==> config.mk <==
export PLATFORM = sky130hd
export DESIGN_NAME = locality_owner_arb
export DESIGN_NICKNAME = d
export VERILOG_FILES = /design/src/rtl/loc_arb_pkg.sv /design/src/rtl/loc_addr_decode.sv /design/src/rtl/loc_prio_pick.sv /design/src/rtl/loc_req_queue.sv /design/src/rtl/loc_owner_state.sv /design/src/rtl/locality_owner_arb.sv
export SDC_FILE = /design/constraint.sdc
export NUM_CORES = 1
export LEC_CHECK = 0
export BUFFER_PORTS_ARGS = -buffer_cell sky130_fd_sc_hd__buf_4
export CAP_MARGIN = 20
export CORE_MARGIN = 2
export CORE_UTILIZATION = 38
export DETAILED_ROUTE_END_ITERATION = 6
export PLACE_DENSITY = 0.84
export SYNTH_ARGS = -nofsm -noshare
export SYNTH_HDL_FRONTEND = slang
export SYNTH_SLANG_ARGS = --single-unit
==> constraint.sdc <==
create_clock -name clk -period 2.26 [get_ports clk]
set_input_delay 0.452 -clock clk [delete_from_list [all_inputs] [get_ports clk]]
set_output_delay 0.452 -clock clk [all_outputs]
set_load 0.005 [all_outputs]
==> src/rtl/loc_arb_pkg.sv <==
// Package: shared field positions of the per-locality access register.
// Assumes an 8-bit access register; positions are fixed by software usage.
package loc_arb_pkg;
    localparam int ACC_VALID_BIT  = 7;
    localparam int ACC_ACTIVE_BIT = 5;
    localparam int ACC_PEND_BIT   = 2;
    localparam int ACC_REQ_BIT    = 1;
    localparam int ACC_BYTE_W     = 8;
endpackage

==> src/rtl/loc_addr_decode.sv <==
// Module: turns a bus address into a locality index, a register-hit flag
// and a one-hot write strobe per locality.
// Assumes the access register is at offset zero of each locality window.
module loc_addr_decode #(
    parameter int NUM_LOC   = 5,
    parameter int ADDR_W    = 15,
    parameter int LOC_SHIFT = 12,
    localparam int LOC_W    = ADDR_W - LOC_SHIFT
) (
    input  logic               bus_wr,
    input  logic [ADDR_W-1:0]  bus_addr,
    output logic [LOC_W-1:0]   loc_idx,
    output logic               reg_hit,
    output logic [NUM_LOC-1:0] wr_vec
);
    // Purpose: split the address and check the offset and locality range.
    always_comb begin
        loc_idx = bus_addr[ADDR_W-1:LOC_SHIFT];
        reg_hit = (bus_addr[LOC_SHIFT-1:0] == '0) &&
                  ({1'b0, loc_idx} < (LOC_W+1)'(NUM_LOC));
    end

    // One write strobe per locality.
    for (genvar g = 0; g < NUM_LOC; g++) begin : g_wr
        assign wr_vec[g] = bus_wr && reg_hit && (loc_idx == LOC_W'(g));
    end
endmodule

==> src/rtl/loc_prio_pick.sv <==
// Module: picks the highest-numbered set bit of the request vector.
// Assumes nothing about the request source; purely combinational.
module loc_prio_pick #(
    parameter int NUM_LOC = 5,
    parameter int LOC_W   = 3
) (
    input  logic [NUM_LOC-1:0] req_vec,
    output logic               pick_valid,
    output logic [LOC_W-1:0]   pick_idx
);
    // Purpose: scan upward so the last (highest) set bit wins.
    always_comb begin
        pick_valid = 1'b0;
        pick_idx   = '0;
        for (int i = 0; i < NUM_LOC; i++) begin
            if (req_vec[i]) begin
                pick_valid = 1'b1;
                pick_idx   = LOC_W'(i);
            end
        end
    end
endmodule

==> src/rtl/loc_req_queue.sv <==
// Module: one queued-request flag per locality.
// Assumes set requests from the current owner are already masked by the caller,
// and that grant_vec is one-hot or zero.
module loc_req_queue #(
    parameter int NUM_LOC = 5
) (
    input  logic               clk,
    input  logic               rst_n,
    input  logic [NUM_LOC-1:0] set_vec,
    input  logic [NUM_LOC-1:0] grant_vec,
    output logic [NUM_LOC-1:0] req_vec
);
    // Purpose: add new requests, drop the one being granted.
    always_ff @(posedge clk) begin
        if (!rst_n) begin
            req_vec <= '0;
        end else begin
            req_vec <= (req_vec | set_vec) & ~grant_vec;
        end
    end
endmodule

==> src/rtl/loc_owner_state.sv <==
// Module: holds the current owner and raises a one-cycle change pulse.
// Assumes release and grant are never requested in the same cycle
// (grant only happens when idle, release only when owned).
module loc_owner_state #(
    parameter int LOC_W = 3
) (
    input  logic             clk,
    input  logic             rst_n,
    input  logic             release_fire,
    input  logic             grant_fire,
    input  logic [LOC_W-1:0] grant_idx,
    output logic             owner_valid,
    output logic [LOC_W-1:0] owner_loc,
    output logic             owner_change
);
    // Purpose: update ownership and register the change event.
    always_ff @(posedge clk) begin
        if (!rst_n) begin
            owner_valid  <= 1'b0;
            owner_loc    <= '0;
            owner_change <= 1'b0;
        end else begin
            owner_change <= release_fire || grant_fire;
            if (release_fire) begin
                owner_valid <= 1'b0;
            end else if (grant_fire) begin
                owner_valid <= 1'b1;
                owner_loc   <= grant_idx;
            end
        end
    end
endmodule

==> src/rtl/locality_owner_arb.sv <==
// Module: top of the locality ownership arbiter. Decodes the access register
// of each locality, queues requests, grants idle ownership to the highest
// waiting locality and returns the access register on reads.
// Assumes a single-cycle write port and a combinational read path.
module locality_owner_arb #(
    parameter int NUM_LOC   = 5,
    parameter int ADDR_W    = 15,
    parameter int LOC_SHIFT = 12,
    localparam int LOC_W    = ADDR_W - LOC_SHIFT,
    localparam int DATA_W   = loc_arb_pkg::ACC_BYTE_W
) (
    input  logic              clk,
    input  logic              rst_n,
    input  logic              bus_wr,
    input  logic [ADDR_W-1:0] bus_addr,
    input  logic [DATA_W-1:0] bus_wdata,
    output logic [DATA_W-1:0] bus_rdata,
    output logic              owner_valid,
    output logic [LOC_W-1:0]  owner_loc,
    output logic              owner_change
);
    import loc_arb_pkg::*;

    logic [LOC_W-1:0]   loc_idx;
    logic               reg_hit;
    logic [NUM_LOC-1:0] wr_vec;
    logic [NUM_LOC-1:0] req_vec;
    logic [NUM_LOC-1:0] owner_oh;
    logic [NUM_LOC-1:0] grant_vec;
    logic [NUM_LOC-1:0] set_vec;
    logic               pick_valid;
    logic [LOC_W-1:0]   pick_idx;
    logic               grant_fire;
    logic               release_fire;
    logic               unused_wbits;

    assign unused_wbits = ^bus_wdata;

    loc_addr_decode #(
        .NUM_LOC(NUM_LOC), .ADDR_W(ADDR_W), .LOC_SHIFT(LOC_SHIFT)
    ) u_dec (
        .bus_wr(bus_wr), .bus_addr(bus_addr),
        .loc_idx(loc_idx), .reg_hit(reg_hit), .wr_vec(wr_vec)
    );

    loc_prio_pick #(.NUM_LOC(NUM_LOC), .LOC_W(LOC_W)) u_pick (
        .req_vec(req_vec), .pick_valid(pick_valid), .pick_idx(pick_idx)
    );

    // Per-locality owner flag, grant strobe and masked request set.
    for (genvar g = 0; g < NUM_LOC; g++) begin : g_loc
        assign owner_oh[g]  = owner_valid && (owner_loc == LOC_W'(g));
        assign grant_vec[g] = grant_fire && (pick_idx == LOC_W'(g));
        assign set_vec[g]   = wr_vec[g] && bus_wdata[ACC_REQ_BIT] &&
                              !owner_oh[g] && !grant_vec[g];
    end

    // Purpose: decide grant (idle only) and release (owner only).
    always_comb begin
        grant_fire   = !owner_valid && pick_valid;
        release_fire = |(wr_vec & owner_oh) && bus_wdata[ACC_ACTIVE_BIT];
    end

    loc_req_queue #(.NUM_LOC(NUM_LOC)) u_queue (
        .clk(clk), .rst_n(rst_n), .set_vec(set_vec),
        .grant_vec(grant_vec), .req_vec(req_vec)
    );

    loc_owner_state #(.LOC_W(LOC_W)) u_owner (
        .clk(clk), .rst_n(rst_n), .release_fire(release_fire),
        .grant_fire(grant_fire), .grant_idx(pick_idx),
        .owner_valid(owner_valid), .owner_loc(owner_loc),
        .owner_change(owner_change)
    );

    // Purpose: assemble the addressed locality's access register.
    always_comb begin
        bus_rdata = '0;
        if (reg_hit) begin
            bus_rdata[ACC_VALID_BIT] = 1'b1;
            for (int i = 0; i < NUM_LOC; i++) begin
                if (loc_idx == LOC_W'(i)) begin
                    bus_rdata[ACC_ACTIVE_BIT] = owner_oh[i];
                    bus_rdata[ACC_PEND_BIT]   = owner_oh[i] && (|req_vec);
                    bus_rdata[ACC_REQ_BIT]    = req_vec[i];
                end
            end
        end
    end
endmodule

==> results by group <==
Logic synthesis
  • Ys flop type: dfxtp_1
  • Async S/R FF share, synth: 0
  • Commonest cells post-synth: 10 x dfxtp_1, 10 x nor2_1, 7 x nand2_1, 5 x buf_4, 5 x inv_1
  • Yosys cell types: 35
  • Mapped cell area: 699 um^2
  • Top post-synthesis cells by area: dfxtp_1 29%, buf_4 5.4%, nor2_1 5.4%
  • Post-synth top area cell: dfxtp_1
  • Warnings, synthesis: 0
  • Number of flops mapped to enable cells by yosys: 0
  • Sequential element share of the synthesized area: 0.286
  • Synthesis-stage register bit count: 10
  • Cells after synthesis: 85
  • Avg Synthesized Cell Area: 8.23 um^2
  • Synth top area share: 0.286

Cells and area
  • Ant diodes: 0
  • Share of cells above drive strength 1: 0.412
  • Multi-input logic area: 458 um^2
  • Final Net Count: 147
  • Final core occ: 0.588
  • Synth-to-Final Area Change: 45.3%
  • Register Area: 200 um^2
  • Fillers: 145

Hold path
  • Min-delay worst type: in2reg
  • Hold Path Depth: 2

Flow run
  • Max Cap Viol: 0

Worst setup path
  • Delay-heaviest family, CP: simple AND/OR/NAND/NOR gates
  • Crit-path slowest cell: or4b_4
  • Crit path depth: 6
  • Startpoint Class: input pin
  • Kind of critical path: in2out
  • Worst Path Required: 1.81 ns
  • CP Capture Type: output pin
  • CP cell instances: buf_6 -> or4_4 -> or4b_4 -> a21oi_4 -> a21boi_2 -> buf_4
  • Crit path max fanout: 2
  • Worst Reg-to-Reg Cells: 4
  • Worst Path Buf+Inv: 2
  • Worst path arrival time: 2.04 ns
  • Slowest cell delay on critical path: 0.57 ns

STA
  • Setup Skew: 0.000478 ns
  • Crit share post-route: 1.10
  • Fmax: 0.402 GHz
  • RSZ-0062 raised after global routing: yes
  • Setup Viol. Count Final: 4
  • Worst slew margin: 0.652
  • Final hold vios: 0
  • Pins Over Slew Limit: 0
  • Final critical-path required period: 2.49 ns
  • Slew of the pin with the lowest slew margin: 0.516 ns
  • Setup WS post-layout: -0.229 ns

Drt
  • DR WL/cell: 12.9 um
  • Final WL: 1.85 mm
  • Antenna viol nets, final: 0
  • DR iter-0 viols: 34
  • Vias per inst: 5.40
  • Via count: 778
  • DRC: 0
  • First-pass DRT Iterations: 4

CTS
  • Hold_buf cts: 0
  • TritonCTS Buffers: 3
  • Clk root buf: clkbuf_4
  • Worst-Skew Late Latency: 0.27 ns
  • Clock sink count: 10
  • TritonCTS clock tree: built
  • H-tree lvl count: 1
  • CTS max path bufs: 2
  • Post-CTS repair timing setup buffer count: 0
  • Clock slew at reported path FFs: 0.06 ns

Power
  • Worst vdd ir: 0.254 mV
  • Pleak: 0.000412 uW
  • Power Density: 341 nW/um^2

GRT
  • Overflow after GRT: 0
  • GR Util All Layers: 0.182
  • First-pass GRT wire length: 2.78 mm
  • Largest net degree at the start of global routing: 12
  • Vias in the first global route: 705
  • Initial antenna violation count: 0

Outcome
  • Status: finished, violations left
  • Failing checks: setup timing

Placement
  • Port bufs: 28
  • Routability cong.: 0.861
  • Setup WS pre-CTS: -0.252 ns
  • Dpl hpwl: 1.49 mm

Die
  • Core box area: 1730 um^2
  • Top-level port count: 39
  • Num rows: 15
  • Die Y: 46.9 um
  • Die width: 46.9 um
  • Die area: 2200 um^2
  • Effective utilization at floorplan: 0.405
worst paths after layout:
kind                                           start             endpoint  slack, ns
worst max-delay path                     bus_addr[2]         bus_rdata[2]      -0.23
worst min-delay path                    bus_addr[12]   u_queue.req_vec[2]       0.44
worst max register to register  u_owner.owner_loc[2]  u_owner.owner_valid       0.52
worst min register to register    u_queue.req_vec[0]   u_queue.req_vec[0]       0.51
per-stage QoR:
| stage | hold WS [ns] | instance area [um^2] | TNS (ns) | std cells | power, uW |
|---|---|---|---|---|---|
| 6_report | 0.437 | 1020 | -0.730 | 144 | 347 |
| 5_1_grt | 0.432 | 1020 | -0.922 | 144 | 362 |
| 4_1_cts | 0.432 | 1000 | -0.721 | 144 | 348 |
| 3_5_place_dp | 0.490 | 971 | -1.02 | 141 | 229 |
| 3_3_place_gp | 0.483 | 971 | -0.865 | 141 | 228 |
| 2_1_floorplan | 0.461 | 718 | -0.0670 | 88 | 200 |
cell usage in the layout (no fill, tap or decap), types with 2 or more instances in the layout:
master / synthesis / routed
or4_4: 3 / 3
clkbuf_4: 0 / 3
o211ai_1: 3 / 3
inv_1: 5 / 5
nor2b_1: 2 / 2
mux2i_1: 3 / 3
o41ai_1: 2 / 2
o311ai_0: 2 / 2
buf_4: 5 / 32
xnor2_1: 2 / 2
buf_6: 0 / 4
a21oi_1: 3 / 2
nor4_1: 2 / 2
nor2_1: 10 / 10
conb_1: 1 / 4
nand4b_1: 2 / 2
nand2_1: 7 / 7
dfxtp_1: 10 / 10
o21ai_0: 3 / 3
power breakdown:
part | internal, uW | switching (uW) | total (uW)
clock | 61.4 | 58.4 | 120
sequential | 176 | 0.00125 | 176
combinational | 31.4 | 19.0 | 50.4
registers in the layout, summed over array words and instances (netlist names):
| name | count |
|---|---|
| u_owner.owner_change | 1 |
| u_owner.owner_loc | 3 |
| u_owner.owner_valid | 1 |
| u_queue.req_vec | 5 |
cell type report:
type / instances / share of cell area
multi-input combinational: 65 / 0.451
timing repair buffer: 36 / 0.281
sequential: 10 / 0.197
tap: 25 / 0.0308
clock buffer: 3 / 0.0222
inverter: 5 / 0.0185
worst register-to-register path: stages (launching register included):
cell and delay, ns:
dfxtp_1 0.41, nor4bb_1 0.46, nand3_1 0.24, a211oi_1 0.43, nor2_1 0.09
per-layer routing:
metal,vias up,GRT usage,share of wire
met5,-,0,0
met4,0,0.0833,0.013
met3,4,0.0500,0.089
met2,40,0.329,0.51
met1,356,0.196,0.38
li1,378,-,-
what timing repair did:
action,4_1_cts,5_1_grt
pin swaps,2,2
setup endpoints to repair,4,4
gates resized for setup,2,3
cloned,0,0
cells by family after synthesis:
kind of cell / count (synthesis) / synth area share
simple gates: 35 / 0.297
other cells: 1 / 0.00536
xor+xnor: 2 / 0.0250
buf+inv: 13 / 0.0966
compound gates: 20 / 0.215
mux: 4 / 0.0751
flops: 10 / 0.286
(Power assumes the default switching activity.)
